$ cat config.mk
export PLATFORM = sky130hd
export DESIGN_NAME = spi_regfile
export DESIGN_NICKNAME = d
export VERILOG_FILES = /design/src/rtl/spi_rf_pkg.sv /design/src/rtl/spi_rf_cfg.sv /design/src/rtl/spi_rf_txbuf.sv /design/src/rtl/spi_rf_rxbuf.sv /design/src/rtl/spi_regfile.sv
export SDC_FILE = /design/constraint.sdc
export NUM_CORES = 1
export LEC_CHECK = 0
export ABC_AREA = 1
export ABC_CLOCK_PERIOD_IN_PS = 2350
export CORE_MARGIN = 4
export CORE_UTILIZATION = 65
export CTS_CLUSTER_SIZE = 14
export DETAILED_ROUTE_END_ITERATION = 7
export DONT_BUFFER_PORTS = 1
export PLACE_DENSITY = 0.85
export SLEW_MARGIN = 30
export SYNTH_ARGS = -nofsm -noshare
export SYNTH_HDL_FRONTEND = slang
export SYNTH_SLANG_ARGS = --single-unit
$ cat constraint.sdc
create_clock -name clk -period 2.35 [get_ports clk]
set_clock_uncertainty 0.15 [all_clocks]
set_input_delay 0.235 -clock clk [delete_from_list [all_inputs] [get_ports clk]]
set_output_delay 0.235 -clock clk [all_outputs]
set_load 0.02 [all_outputs]
$ cat src/rtl/spi_rf_pkg.sv
package spi_rf_pkg;
    localparam int BYTE_W = 8;
    localparam int ADDR_W = 3;
    localparam int DIV_W  = 2 * BYTE_W;

    localparam logic [ADDR_W-1:0] A_DIV_LO = 3'd0;
    localparam logic [ADDR_W-1:0] A_DIV_HI = 3'd1;
    localparam logic [ADDR_W-1:0] A_FRAME  = 3'd2;
    localparam logic [ADDR_W-1:0] A_RSTCTL = 3'd3;
    localparam logic [ADDR_W-1:0] A_STATUS = 3'd4;
    localparam logic [ADDR_W-1:0] A_RXBUF  = 3'd5;
    localparam logic [ADDR_W-1:0] A_TXBUF  = 3'd6;
    localparam logic [ADDR_W-1:0] A_IRQ    = 3'd7;

    // field order follows bit 7 down to bit 0 of the frame control byte
    typedef struct packed {
        logic       phase;
        logic       pol;
        logic       msb_first;
        logic       seven;
        logic       master;
        logic [1:0] mode;
        logic       sync;
    } frame_t;

    typedef struct packed {
        frame_t            frame;
        logic              swrst;
        logic [BYTE_W-1:0] div_lo;
        logic [BYTE_W-1:0] div_hi;
        logic              listen;
        logic              conflict;
        logic [1:0]        ie;      // [1] tx, [0] rx
    } cfg_state_t;

    typedef struct packed {
        logic              pend;
        logic [BYTE_W-1:0] data;
    } tx_state_t;

    typedef struct packed {
        logic              flag;
        logic              ovr;
        logic [BYTE_W-1:0] data;
    } rx_state_t;
endpackage

$ cat src/rtl/spi_rf_cfg.sv
module spi_rf_cfg
    import spi_rf_pkg::*;
(
    input  logic              clk,
    input  logic              rst_n,
    input  logic              wr_frame,
    input  logic              wr_rstctl,
    input  logic              wr_lo,
    input  logic              wr_hi,
    input  logic              wr_status,
    input  logic              wr_irq,
    input  logic [BYTE_W-1:0] wdata,
    input  logic              conflict_evt,
    output frame_t            frame,
    output logic              swrst,
    output logic [DIV_W-1:0]  divisor,
    output logic              listen,
    output logic              conflict,
    output logic [1:0]        ie
);
    cfg_state_t st_d, st_q;

    always_comb begin
        st_d = st_q;
        if (wr_frame)  st_d.frame  = frame_t'(wdata);
        if (wr_rstctl) st_d.swrst  = wdata[0];
        if (wr_lo)     st_d.div_lo = wdata;
        if (wr_hi)     st_d.div_hi = wdata;
        if (wr_status) begin
            st_d.listen   = wdata[7];
            st_d.conflict = wdata[6];
        end
        if (conflict_evt) st_d.conflict = 1'b1;
        if (wr_irq)       st_d.ie = wdata[1:0];
        if (st_q.swrst) begin
            st_d.ie       = '0;
            st_d.conflict = 1'b0;
        end
    end

    always_ff @(posedge clk or negedge rst_n) begin
        if (!rst_n) begin
            st_q       <= '0;
            st_q.swrst <= 1'b1;
        end else begin
            st_q <= st_d;
        end
    end

    assign frame    = st_q.frame;
    assign swrst    = st_q.swrst;
    assign divisor  = {st_q.div_hi, st_q.div_lo};
    assign listen   = st_q.listen;
    assign conflict = st_q.conflict;
    assign ie       = st_q.ie;

    assert_reset_clears_enables_R1: assert property (@(posedge clk) disable iff (!rst_n)
        swrst |=> (ie == 2'b00 && !conflict));
    assert_conflict_sets_R10: assert property (@(posedge clk) disable iff (!rst_n)
        (conflict_evt && !swrst) |=> conflict);
endmodule

$ cat src/rtl/spi_rf_txbuf.sv
module spi_rf_txbuf
    import spi_rf_pkg::*;
(
    input  logic              clk,
    input  logic              rst_n,
    input  logic              swrst,
    input  logic              seven,
    input  logic              wr_tx,
    input  logic [BYTE_W-1:0] wdata,
    input  logic              eng_ready,
    output logic              tx_flag,
    output logic              load,
    output logic [BYTE_W-1:0] data
);
    tx_state_t st_d, st_q;
    logic [BYTE_W-1:0] masked;

    assign masked = seven ? {1'b0, wdata[BYTE_W-2:0]} : wdata;
    assign load   = st_q.pend && eng_ready && !swrst;

    always_comb begin
        st_d = st_q;
        if (swrst) begin
            st_d.pend = 1'b0;
        end else if (wr_tx) begin
            st_d.pend = 1'b1;
            st_d.data = masked;
        end else if (load) begin
            st_d.pend = 1'b0;
        end
    end

    always_ff @(posedge clk or negedge rst_n) begin
        if (!rst_n) st_q <= '0;
        else        st_q <= st_d;
    end

    assign tx_flag = !st_q.pend;
    assign data    = st_q.data;

    assert_write_clears_flag_R2: assert property (@(posedge clk) disable iff (!rst_n)
        (wr_tx && !swrst) |=> !tx_flag);
    assert_load_sets_flag_R2: assert property (@(posedge clk) disable iff (!rst_n)
        (load && !wr_tx) |=> tx_flag);
    assert_tx_seven_clears_msb_R5: assert property (@(posedge clk) disable iff (!rst_n)
        (wr_tx && !swrst && seven) |=> !data[BYTE_W-1]);
endmodule

$ cat src/rtl/spi_rf_rxbuf.sv
module spi_rf_rxbuf
    import spi_rf_pkg::*;
(
    input  logic              clk,
    input  logic              rst_n,
    input  logic              swrst,
    input  logic              seven,
    input  logic              strobe,
    input  logic [BYTE_W-1:0] rx_byte,
    input  logic              rd_rx,
    output logic              rx_flag,
    output logic              ovr,
    output logic [BYTE_W-1:0] data
);
    rx_state_t st_d, st_q;

    always_comb begin
        st_d = st_q;
        if (swrst) begin
            st_d.flag = 1'b0;
            st_d.ovr  = 1'b0;
        end else begin
            if (rd_rx) begin
                st_d.flag = 1'b0;
                st_d.ovr  = 1'b0;
            end
            if (strobe) begin
                if (st_q.flag && !rd_rx) st_d.ovr = 1'b1;
                st_d.flag = 1'b1;
                st_d.data = seven ? {1'b0, rx_byte[BYTE_W-2:0]} : rx_byte;
            end
        end
    end

    always_ff @(posedge clk or negedge rst_n) begin
        if (!rst_n) st_q <= '0;
        else        st_q <= st_d;
    end

    assign rx_flag = st_q.flag;
    assign ovr     = st_q.ovr;
    assign data    = st_q.data;

    assert_strobe_sets_flag_R3: assert property (@(posedge clk) disable iff (!rst_n)
        (strobe && !swrst) |=> rx_flag);
    assert_read_clears_flags_R4: assert property (@(posedge clk) disable iff (!rst_n)
        (rd_rx && !strobe) |=> (!rx_flag && !ovr));
    assert_unread_overruns_R4: assert property (@(posedge clk) disable iff (!rst_n)
        (strobe && !swrst && rx_flag && !rd_rx) |=> ovr);
    assert_rx_seven_clears_msb_R5: assert property (@(posedge clk) disable iff (!rst_n)
        (strobe && !swrst && seven) |=> !data[BYTE_W-1]);
endmodule

$ cat src/rtl/spi_regfile.sv
module spi_regfile
    import spi_rf_pkg::*;
(
    input  logic              clk,
    input  logic              rst_n,
    input  logic [ADDR_W-1:0] bus_addr,
    input  logic [BYTE_W-1:0] bus_wdata,
    input  logic              bus_wr,
    input  logic              bus_rd,
    output logic [BYTE_W-1:0] bus_rdata,
    input  logic              eng_ready,
    output logic              eng_load,
    output logic [BYTE_W-1:0] eng_tx_byte,
    input  logic              eng_rx_strobe,
    input  logic [BYTE_W-1:0] eng_rx_byte,
    input  logic              eng_busy,
    input  logic              eng_conflict,
    output logic              eng_rst,
    input  logic              tx_serial,
    input  logic              miso_in,
    output logic              rx_serial,
    output logic              cfg_phase,
    output logic              cfg_pol,
    output logic              cfg_msb_first,
    output logic              cfg_seven,
    output logic              cfg_master,
    output logic [1:0]        cfg_mode,
    output logic              cfg_sync,
    output logic [DIV_W-1:0]  cfg_divisor,
    output logic              irq_tx,
    output logic              irq_rx
);
    frame_t            frame;
    logic              swrst, listen, conflict, tx_flag, rx_flag, rx_ovr;
    logic [1:0]        ie;
    logic [BYTE_W-1:0] rx_data;
    logic [BYTE_W-1:0] wr_sel;

    always_comb begin
        wr_sel = '0;
        if (bus_wr) wr_sel[bus_addr] = 1'b1;
    end

    spi_rf_cfg u_cfg (
        .clk(clk), .rst_n(rst_n),
        .wr_frame(wr_sel[A_FRAME]), .wr_rstctl(wr_sel[A_RSTCTL]),
        .wr_lo(wr_sel[A_DIV_LO]), .wr_hi(wr_sel[A_DIV_HI]),
        .wr_status(wr_sel[A_STATUS]), .wr_irq(wr_sel[A_IRQ]),
        .wdata(bus_wdata), .conflict_evt(eng_conflict),
        .frame(frame), .swrst(swrst), .divisor(cfg_divisor),
        .listen(listen), .conflict(conflict), .ie(ie)
    );

    spi_rf_txbuf u_tx (
        .clk(clk), .rst_n(rst_n), .swrst(swrst), .seven(frame.seven),
        .wr_tx(wr_sel[A_TXBUF]), .wdata(bus_wdata), .eng_ready(eng_ready),
        .tx_flag(tx_flag), .load(eng_load), .data(eng_tx_byte)
    );

    spi_rf_rxbuf u_rx (
        .clk(clk), .rst_n(rst_n), .swrst(swrst), .seven(frame.seven),
        .strobe(eng_rx_strobe), .rx_byte(eng_rx_byte),
        .rd_rx(bus_rd && (bus_addr == A_RXBUF)),
        .rx_flag(rx_flag), .ovr(rx_ovr), .data(rx_data)
    );

    always_comb begin
        case (bus_addr)
            A_DIV_LO: bus_rdata = cfg_divisor[BYTE_W-1:0];
            A_DIV_HI: bus_rdata = cfg_divisor[DIV_W-1:BYTE_W];
            A_FRAME:  bus_rdata = frame;
            A_RSTCTL: bus_rdata = {{(BYTE_W-1){1'b0}}, swrst};
            A_STATUS: bus_rdata = {listen, conflict, rx_ovr, 4'b0000, eng_busy};
            A_RXBUF:  bus_rdata = rx_data;
            A_TXBUF:  bus_rdata = eng_tx_byte;
            default:  bus_rdata = {4'b0000, tx_flag, rx_flag, ie};
        endcase
    end

    assign rx_serial     = listen ? tx_serial : miso_in;
    assign eng_rst       = swrst;
    assign irq_tx        = tx_flag && ie[1];
    assign irq_rx        = rx_flag && ie[0];
    assign cfg_phase     = frame.phase;
    assign cfg_pol       = frame.pol;
    assign cfg_msb_first = frame.msb_first;
    assign cfg_seven     = frame.seven;
    assign cfg_master    = frame.master;
    assign cfg_mode      = frame.mode;
    assign cfg_sync      = frame.sync;

    assert_reset_flag_mix_R1: assert property (@(posedge clk) disable iff (!rst_n)
        swrst |=> (tx_flag && !rx_flag && !rx_ovr));
    assert_no_load_in_reset_R1: assert property (@(posedge clk) disable iff (!rst_n)
        swrst |-> !eng_load);
    assert_irq_needs_enable_R8: assert property (@(posedge clk) disable iff (!rst_n)
        swrst |=> (!irq_tx && !irq_rx));
endmodule

==> metrics.log, run 1 <==
[metrics] # rows: 22
[metrics] reported leakage power: 1.37 nW
[metrics] total length of routed wires: 5990 um
[metrics] register bit total from synthesis: 48
[metrics] Avg Synthesized Cell Area: a little under 8 sq um
[metrics] hold depth: 2
[metrics] switching power: 802 uW
[metrics] Clk network pwr share: between 20% and 30%
[metrics] Slowest Stage Delay on Critical Path: about 0.67 ns
[metrics] count of buffers inserted at the top-level ports: 0
[metrics] total number of yosys warnings: 0
[metrics] unrepaired setup endpoints after global routing: no
[metrics] Post-Synthesis Cell Area: around 2500 sq um
[metrics] number of nets with antenna violations after detailed routing: 0
[metrics] required time at the worst-slack endpoint: between 2 and 2.5 ns
[metrics] Storage cell area: about 1200 sq um
[metrics] PD cells: between 700 and 800 nW/um^2
[metrics] R2R Path End: u_cfg.conflict
[metrics] post-layout min period: approximately 2.3 ns
[metrics] aggregate global-route resource usage: between 20% and 30%
[metrics] type of the tightest min-delay check: input port to register
[metrics] critical-path cell list: inv_2 -> o211ai_1 -> dlygate4sd3_1 -> nand2_1 -> dlygate4sd3_1
[metrics] proportion of power drawn by combinational gates: between 10% and 20%
[metrics] Die Height: roughly 70 um
[metrics] number of distinct library cells after synthesis: 27
[metrics] deepest clock path buffer count: 2
[metrics] die footprint: slightly below 5000 sq um
[metrics] internal power summed over all cells: approximately 1.3 mW
[metrics] clock latency at the later pin of the worst-skew pair: 0.30 ns
[metrics] HPWL after DPL: between 4000 and 5000 um
[metrics] cell at the root of the clock tree: clkbuf_8
[metrics] CTS HTree Levels: 2
[metrics] Initial DRC Count: 222
[metrics] total area of multi-input combinational cells: 1020 sq um
[metrics] DRT Pass-1 Iters: 4
[metrics] Max-Cap Viols: 0
[metrics] count of unresolved DRC violations after routing: 0
[metrics] CTS tree: yes
[metrics] worst-case setup margin in the final layout: slightly below 0.09 ns
[metrics] Max-Slew Margin vs Limit: approximately three fifths
[metrics] antenna violations before repair: 0
[metrics] most used cells in the layout excluding fill and tap cells: nand2_1, dfrtp_1, inv_1, nand3_1, nor2_1
[metrics] Starting Density: about two thirds
[metrics] most repeated library cell on the critical path: dlygate4sd3_1
[metrics] commonest non-fill, non-tap cell in the layout: nand2_1
[metrics] Layout Nets: about 360
[metrics] transition time at the pin with the least slew margin: around 0.57 ns
[metrics] FF-to-FF path depth: 5
[metrics] final hold slack: between 0.01 and 0.015 ns
[metrics] sequential element share of the synthesized area: between 40% and 50%
[metrics] Finished Layout Cells: between 300 and 400
[metrics] signal arrival time at the worst endpoint: about 2.3 ns
[metrics] number of hold violations in the final report: 0
[metrics] first-pass GRT wire length: approximately 9700 um
[metrics] number of global-route vias before repair: just over 2000
[metrics] worst hold start: bus_wdata[3]
[metrics] width of the chip: between 70 and 80 um
[metrics] status: finished, final reports clean
[metrics] clock slew seen by the registers of the worst setup and hold paths: roughly 0.08 ns
[metrics] startpoint of the worst register-to-register path: u_cfg.swrst
[metrics] count of mapped cells out of synthesis: 318
[metrics] Worst setup SP type: register
[metrics] floorplan core area: about 3700 sq um
[metrics] Avg Vias per Cell: ~5.6
[metrics] GR Overflow Total: 0
[metrics] final worst-path cycle share: about 96%
[metrics] category of the worst setup path capture point: register
[metrics] area overhead of the layout relative to synthesis: 8.78%
[metrics] placed insts: roughly 350
[metrics] count of vias placed by the detailed router: approximately 2100
[metrics] hold-critical path endpoint: u_tx.data[3]
[metrics] Boundary Pins: 74
[metrics] Sink Count: 48
[metrics] weighted congestion reported at the end of routability-driven placement: about 0.86
[metrics] post-place setup slack: between 0.6 and 0.7 ns
[metrics] maximum number of pins on one net before global-route repair: 49
[metrics] number of inserted diodes: 0
[metrics] final max-slew violation count: 0
[metrics] total CTS buffers: 5
[metrics] Total Negative Setup Slacks: 0 ns
[metrics] number of fillers in the final layout: between 200 and 300
[metrics] VDD IR max: 564 uV
[metrics] timing-limited maximum frequency: 442 MHz
[metrics] synthesized net count: 347
[metrics] WL per Instance: between 15 and 20 um
[metrics] final setup vio count: 0
[metrics] power share of the sequential group: 59.3%
[metrics] critical path fanouts, max: 8
[metrics] setup slack on the worst flop-to-flop path: 0.09 ns
[metrics] cell with the largest stage delay on the worst path: dfstp_2
[metrics] critical path class: register to register
[metrics] fraction of final layout cells with drive strength greater than 1: 9.79%
[metrics] Sw Share: 37.5%
-- state kept, by name (all words and copies together) (netlist names) --
| name | flops |
|---|---|
| u_cfg.divisor | 16 |
| u_cfg.frame | 8 |
| u_rx.data | 8 |
| u_tx.data | 8 |
| u_cfg.ie | 2 |
| u_cfg.conflict | 1 |
| u_cfg.listen | 1 |
| u_cfg.swrst | 1 |
| u_rx.ovr | 1 |
| u_rx.rx_flag | 1 |
| u_tx.st_q | 1 |
-- how the worst max path moves through the flow --
stage	startpoint	end	slack [ns]	cells past startpoint
6_report	u_cfg.swrst	u_cfg.conflict	0.09	5
5_1_grt	u_cfg.swrst	u_cfg.conflict	0.003	5
4_1_cts	u_cfg.swrst	u_cfg.conflict	0.02	5
3_5_place_dp	u_cfg.swrst	u_rx.ovr	0.63	5
3_3_place_gp	u_cfg.swrst	u_rx.ovr	0.70	5
2_1_floorplan	bus_addr[1]	bus_rdata[0]	0.82	8
-- power by group through the flow --
stage | Clock (mW) | Sequential [mW] | Combinational (mW)
floorplan | 0 | 1.20 | 0.382
global placement | 0 | 1.28 | 0.327
detailed placement | 0 | 1.28 | 0.346
CTS | 0.469 | 1.27 | 0.398
global route | 0.517 | 1.29 | 0.458
finish | 0.468 | 1.27 | 0.403
-- through the flow --
stage	utilization [%]	area, sq um	power, mW
floorplan	-	2510	1.58
global placement	65.7	2420	1.61
detailed placement	65.7	2420	1.63
CTS	73.7	2720	2.13
global route	73.9	2730	2.27
finish	73.9	2730	2.14
-- worst max-delay path, delay by kind of cell (launching register included) --
kind                   cells  cell delay (ns)
DFF                        1             0.67
and+or+nand+nor            1             0.04
buffers and inverters      3             1.18
AOI/OAI and AO/OA          1             0.09
-- layer usage --
| metal | part of all wire, % | track usage, % | vias to the layer above |
|---|---|---|---|
| li1 | - | - | 1031 |
| met1 | 38 | 29.9 | 953 |
| met2 | 50 | 40.7 | 89 |
| met3 | 9.9 | 10.1 | 16 |
| met4 | 2.4 | 11.9 | 0 |
| met5 | 0 | 0 | - |
-- timing repair --
item / in CTS / in global routing
endpoints found under the hold margin: 65 / 0
gates resized for setup: 0 / 1
hold buffers: 20 / 0
setup buffers: 0 / 1
endpoints found under the setup margin: 0 / 1
-- cell usage after synthesis, drive strengths merged --
| master | count | share of area [%] |
|---|---|---|
| a21oi | 2 | 0.40 |
| and3 | 1 | 0.25 |
| buf | 18 | 5.5 |
| clkbuf | 1 | 0.15 |
| dfrtp | 47 | 47 |
| dfstp | 1 | 1.0 |
| inv | 39 | 5.8 |
| nand2 | 103 | 16 |
| nand3 | 23 | 4.8 |
| nand4 | 14 | 3.7 |
| nor2 | 23 | 3.8 |
| nor3 | 2 | 1.3 |
| o211ai | 1 | 0.30 |
| o21ai | 42 | 9.6 |
| o31ai | 1 | 0.30 |
-- cell type report --
cell class,instances,share of cell area [%]
clock buffers,6,2.66
clock inverters,1,0.183
inverters,39,5.37
multi-input cells,212,37.2
flip-flops and latches,48,44.1
well taps,48,2.20
repair buffers,21,8.26
-- logic make-up after synthesis --
| kind of cell | count (synthesis) | synth area share (%) |
|---|---|---|
| flops | 48 | 48.0 |
| buf+inv | 58 | 11.5 |
| compound gates | 46 | 10.6 |
| simple gates | 166 | 29.9 |
Power figures use the tool's default switching activity.
==> run 2, diff against run 1 <==
Settings changed: CELL_PAD_IN_SITES_DETAIL_PLACEMENT from default to 0, CELL_PAD_IN_SITES_GLOBAL_PLACEMENT from default to 1, CORE_UTILIZATION 65 to 48, PLACE_DENSITY 0.85 to 0.87.
==> run 2 against run 1 <==
The run now ends with hold timing left. First-iteration DRC count shrank 29%. Final cell count increased by 5.3%. Cell area grew 1.1%. Highest routed layer unchanged.
==> metrics.log, run 2 (synthesized netlist as in run 1, its figures left out) <==
[metrics] final hold slack: -0.0000347 ns
[metrics] reported leakage power: around 1.4 nW
[metrics] number of nets with antenna violations after detailed routing: 0
[metrics] final worst-path cycle share: 78.2%
[metrics] status: finished, violations left
[metrics] transition time at the pin with the least slew margin: between 0.5 and 0.6 ns
[metrics] FF-to-FF path depth: 4
[metrics] Layout Nets: 353
[metrics] count of buffers inserted at the top-level ports: 0
[metrics] unrepaired setup endpoints after global routing: no
[metrics] clock slew seen by the registers of the worst setup and hold paths: approximately 0.09 ns
[metrics] Max-Cap Viols: 0
[metrics] final setup vio count: 0
[metrics] count of vias placed by the detailed router: roughly 2100
[metrics] VDD IR max: between 400 and 500 uV
[metrics] commonest non-fill, non-tap cell in the layout: nand2_1
[metrics] critical path class: register to register
[metrics] weighted congestion reported at the end of routability-driven placement: 0.821
[metrics] antenna violations before repair: 0
[metrics] GR Overflow Total: 0
[metrics] CTS tree: yes
[metrics] Initial DRC Count: 158
[metrics] Starting Density: between 40 and 50%
[metrics] number of inserted diodes: 0
[metrics] HPWL after DPL: 4460 um
[metrics] aggregate global-route resource usage: roughly a fifth
[metrics] die footprint: 6440 sq um
[metrics] width of the chip: between 80 and 90 um
[metrics] post-layout min period: 1.84 ns
[metrics] most used cells in the layout excluding fill and tap cells: nand2_1, dfrtp_1, inv_1, nand3_1, nor2_1
[metrics] first-pass GRT wire length: approximately 10000 um
[metrics] Avg Vias per Cell: 5.31
[metrics] WL per Instance: 15.7 um
[metrics] Worst setup SP type: register
[metrics] cell at the root of the clock tree: clkbuf_8
[metrics] area overhead of the layout relative to synthesis: 9.98%
[metrics] CTS HTree Levels: 2
[metrics] hold depth: 2
[metrics] Max-Slew Margin vs Limit: between 60 and 70%
[metrics] timing-limited maximum frequency: 544 MHz
[metrics] clock latency at the later pin of the worst-skew pair: just under 0.3 ns
[metrics] # rows: 26
[metrics] total length of routed wires: roughly 6200 um
[metrics] total CTS buffers: 5
[metrics] fraction of final layout cells with drive strength greater than 1: approximately a tenth
[metrics] critical path fanouts, max: 8
[metrics] type of the tightest min-delay check: input port to register
[metrics] number of hold violations in the final report: 1
[metrics] category of the worst setup path capture point: register
[metrics] utilization after layout: between 50% and 60%
[metrics] number of flip-flops under the largest register name: 16
[metrics] Sink Count: 48
[metrics] post-CTS setup buffer count: 0
[metrics] DRT Pass-1 Iters: 4
[metrics] deepest clock path buffer count: 2
[metrics] Total Negative Setup Slacks: 0 ns
[metrics] violations in the final reports: hold timing
[metrics] number of global-route vias before repair: about 2100
[metrics] Die Height: ~80 um
[metrics] required time at the worst-slack endpoint: about 2.4 ns
[metrics] floorplan core area: approximately 5100 sq um
[metrics] Boundary Pins: 74
[metrics] final max-slew violation count: 0
[metrics] signal arrival time at the worst endpoint: approximately 1.9 ns
[metrics] maximum number of pins on one net before global-route repair: ~50
[metrics] count of unresolved DRC violations after routing: 0
[metrics] PD cells: between 800 and 900 nW/um^2
run 2: worst paths after layout:
check	from	endpoint	slack (ns)
worst max-delay path	u_cfg.swrst	u_cfg.conflict	0.51
worst min-delay path	bus_wdata[7]	u_cfg.divisor[7]	-0.00003
worst max register to register	u_cfg.swrst	u_cfg.conflict	0.51
worst min register to register	u_rx.data[1]	u_rx.data[1]	0.35
max in group asynchronous	rst_n	u_cfg.swrst	1.46
min in group asynchronous	rst_n	u_tx.st_q[8]	0.30
run 2: repair_timing:
item / 4_1_cts / 5_1_grt
hold buffers: 18 / 0
gates resized for setup: 0 / 0
hold endpoints to repair: 62 / 0
run 2: power by group:
group / switching (mW) / internal [mW] / total [mW]
Combinational: 0.242 / 0.143 / 0.385
Sequential: 0.286 / 0.982 / 1.27
Clock: 0.275 / 0.316 / 0.591
Total: 0.803 / 1.44 / 2.24
run 2: metal layers:
layer  global-route usage, %  up-vias  wire, um
met3                    7.62       11       566
met4                    5.74        0       109
met5                       0        -         0
met2                    32.5       90      2920
met1                    27.4      973      2610
li1                        -     1023         -
run 2: critical path, cell delays in order (launching register included):
cell and delay [ns]:
dfstp_2 0.68, inv_1 0.15, o211ai_1 0.13, dlygate4sd3_1 0.57
nand2_1 0.05
run 2: cell type report:
class,instances,area [sq um]
clock buffer,6,72.6
clock inverter,2,35.0
fill,511,2320
inverter,39,146
multi-input combinational,212,1020
sequential,48,1200
tap,70,87.6
timing repair buffer,18,198
run 2: stage by stage:
stage	hold slack [ns]	worst slack [ns]	area [sq um]	power (mW)	cells
floorplan	-0.211	0.825	2510	1.58	318
global placement	-0.209	0.664	2450	1.62	369
detailed placement	-0.209	0.593	2450	1.63	369
CTS	0.000112	0.511	2760	2.27	395
global route	0.0128	0.436	2760	2.39	395
finish	-0.0000347	0.512	2760	2.24	395
==> run 3, diff against run 2 <==
Settings changed: ABC_AREA 1 to 0, ABC_CLOCK_PERIOD_IN_PS 2350 to 1500, CORE_UTILIZATION 48 to 44, PLACE_DENSITY 0.87 to 0.78.
Clock period 2.35 ns to 1.5 ns, I/O delays scaled along.
==> run 3 against run 2 <==
The run ends with setup timing left. Power increased by 87%. Utilization is 9.3 points higher. Synthesized cell count fell by 40%. Final cell count shrank 18%. Combinational power rose to 4.0 times the previous value. Via count decreased by 13%. Largest cell class is now multi-input combinational cells. Sequential cell count unchanged.
==> metrics.log, run 3 <==
[metrics] switching power: roughly 1.4 mW
[metrics] Clk network pwr share: ~20%
[metrics] WL per Instance: 20.5 um
[metrics] worst setup path startpoint: u_cfg.swrst
[metrics] width of the chip: slightly above 80 um
[metrics] Avg Vias per Cell: between 5 and 6
[metrics] antenna violations before repair: 0
[metrics] cell at the root of the clock tree: clkbuf_8
[metrics] EDFF count, synth: 0
[metrics] CTS HTree Levels: 2
[metrics] timing-limited maximum frequency: around 550 MHz
[metrics] proportion of register bits with asynchronous set or reset after synthesis: 100%
[metrics] count of unresolved DRC violations after routing: 0
[metrics] Max-Cap Viols: 0
[metrics] signal arrival time at the worst endpoint: about 1.5 ns
[metrics] first-pass GRT wire length: around 10000 um
[metrics] area overhead of the layout relative to synthesis: 36.3%
[metrics] total number of yosys warnings: 0
[metrics] area share of the largest cell type after synthesis: about half
[metrics] Finished Layout Cells: roughly 320
[metrics] violations in the final reports: setup timing
[metrics] most used standard cell by instance count after synthesis: mux2_2
[metrics] commonest non-fill, non-tap cell in the layout: mux2_2
[metrics] transition time at the pin with the least slew margin: ~0.46 ns
[metrics] final max-slew violation count: 0
[metrics] status: finished, violations left
[metrics] most numerous cell types in the synthesized netlist: mux2_2, dfrtp_1, buf_4, mux2i_1
[metrics] setup slack on the worst flop-to-flop path: -0.02 ns
[metrics] floorplan core area: about 5200 sq um
[metrics] Avg Synthesized Cell Area: about 13 sq um
[metrics] Slowest Stage Delay on Critical Path: around 0.54 ns
[metrics] clock slew seen by the registers of the worst setup and hold paths: ~0.090 ns
[metrics] final worst-path cycle share: 122%
[metrics] reported leakage power: roughly 1.5 nW
[metrics] fraction of final layout cells with drive strength greater than 1: 53.9%
[metrics] biggest area contributors in the synthesized netlist: dfrtp_1, mux2_2, mux2i_1, buf_4, nor4b_4
[metrics] required time at the worst-slack endpoint: approximately 1.2 ns
[metrics] Initial DRC Count: 64
[metrics] critical-path cell list: mux2i_1 -> mux4_2 -> o311ai_4
[metrics] clock latency at the later pin of the worst-skew pair: 0.30 ns
[metrics] number of hold violations in the final report: 0
[metrics] type of the tightest min-delay check: input port to register
[metrics] GR Overflow Total: 0
[metrics] number of fillers in the final layout: 386
[metrics] commonest register cell after synthesis: dfrtp_1
[metrics] VDD IR max: about 850 uV
[metrics] total length of routed wires: 6630 um
[metrics] most used cells in the layout excluding fill and tap cells: mux2_2, buf_4, dfrtp_1, dlygate4sd3_1, mux2i_1
[metrics] critical path fanouts, max: 2
[metrics] sequential element share of the synthesized area: 49.2%
[metrics] Sw Share: between 30% and 40%
[metrics] # rows: 26
[metrics] Boundary Pins: 74
[metrics] cell with the largest stage delay on the worst path: dfstp_2
[metrics] Layout Nets: between 200 and 300
[metrics] final setup vio count: 13
[metrics] number of global-route vias before repair: between 2000 and 2500
[metrics] count of mapped cells out of synthesis: 192
[metrics] unrepaired setup endpoints after global routing: yes
[metrics] Max-Slew Margin vs Limit: 69.0%
[metrics] cell accounting for the most synthesized area: dfrtp_1
[metrics] number of flip-flops under the largest register name: 16
[metrics] count of buffers inserted at the top-level ports: 0
[metrics] Post-Synthesis Cell Area: 2440 sq um
[metrics] maximum number of pins on one net before global-route repair: between 40 and 50
[metrics] internal power summed over all cells: 2.80 mW
[metrics] deepest clock path buffer count: 2
[metrics] startpoint of the worst register-to-register path: u_cfg.swrst
[metrics] placed insts: 282
[metrics] number of nets with antenna violations after detailed routing: 0
[metrics] weighted congestion reported at the end of routability-driven placement: 0.770
[metrics] total CTS buffers: 5
[metrics] Overall Power: between 4 and 5 mW
[metrics] PD cells: about 1300 nW/um^2
[metrics] number of distinct library cells after synthesis: 32
[metrics] worst hold start: bus_wdata[7]
[metrics] Sink Count: 48
[metrics] synthesized net count: 221
[metrics] die footprint: between 6000 and 7000 sq um
[metrics] count of vias placed by the detailed router: 1831
[metrics] critical path class: register to primary output
[metrics] CTS tree: yes
[metrics] HPWL after DPL: 4570 um
[metrics] power share of the sequential group: roughly 43%
[metrics] category of the worst setup path capture point: primary output
[metrics] worst-case setup margin in the final layout: -0.333 ns
[metrics] proportion of power drawn by combinational gates: a little under two fifths
[metrics] number of inserted diodes: 0
[metrics] post-layout min period: ~1.8 ns
[metrics] Starting Density: between 40% and 50%
[metrics] Die Height: between 80 and 90 um
[metrics] register bit total from synthesis: 48
[metrics] Worst setup SP type: register
[metrics] DRT Pass-1 Iters: 4
[metrics] aggregate global-route resource usage: 20.7%
run 3: path summary, 6_finish.rpt:
kind | endpoint | cells past startpoint
hold reg to reg | u_rx.data[3] | 1
hold / removal | u_tx.data[7] | 2
max in group asynchronous | u_cfg.swrst | 2
min in group asynchronous | u_rx.ovr | 2
setup / recovery | bus_rdata[0] | 3
setup reg to reg | u_tx.data[5] | 3
run 3: logic make-up (layout without fill, tap and decap cells):
family / Yosys count / after routing / share of synthesized area (%)
buffers and inverters: 24 / 85 / 5.53
muxes: 63 / 63 / 29.0
AOI/OAI and AO/OA: 25 / 25 / 6.65
DFF: 48 / 48 / 49.2
and+or+nand+nor: 32 / 33 / 9.67
run 3: power groups by stage:
stage	sequential, mW	combinational, mW	clock (mW)
after floorplan	1.96	0.778	0
after global placement	1.81	1.24	0
after detailed placement	1.83	1.28	0
after CTS	1.80	1.52	0.854
after global routing	1.85	1.66	0.905
final	1.82	1.55	0.832
run 3: worst max-delay path, delay by kind of cell, from the launching register on:
family	cells	cell delay [ns]
compound gates	1	0.12
mux	2	0.57
flops	1	0.54
run 3: layout make-up:
type | instances | area (sq um) | area share [%]
multi-input combinational | 121 | 1290 | 38.8
sequential | 48 | 1200 | 36.1
timing repair buffer | 72 | 628 | 18.8
clock buffer | 8 | 100 | 3.00
tap | 70 | 87.6 | 2.63
inverter | 5 | 18.8 | 0.563
run 3: timing repair:
item,in CTS,in global routing
gates cloned,1,0
setup buffers,7,2
hold buffers,25,0
pin swaps,3,3
endpoints found under the setup margin,23,19
endpoints found under the hold margin,95,0
gates resized for setup,21,9
run 3: metal layers:
| layer | wire (um) | vias to the layer above | track usage [%] |
|---|---|---|---|
| li1 | - | 818 | - |
| met1 | 2610 | 924 | 25.4 |
| met5 | 0 | - | 0 |
| met3 | 645 | 10 | 7.38 |
| met2 | 3250 | 79 | 33.7 |
| met4 | 128 | 0 | 7.19 |
run 3: metrics by stage:
step	TNS (ns)	cell area (sq um)	hold slack (ns)	utilization [%]	setup slack (ns)
floorplan	-0.870	2500	-0.296	-	-0.201
global placement	-0.165	2760	-0.294	52.6	-0.0252
detailed placement	-0.851	2760	-0.294	52.6	-0.116
CTS	-1.59	3270	-0.0513	62.5	-0.332
global route	-2.07	3330	0.0101	63.6	-0.368
finish	-1.40	3330	0.00459	63.6	-0.333
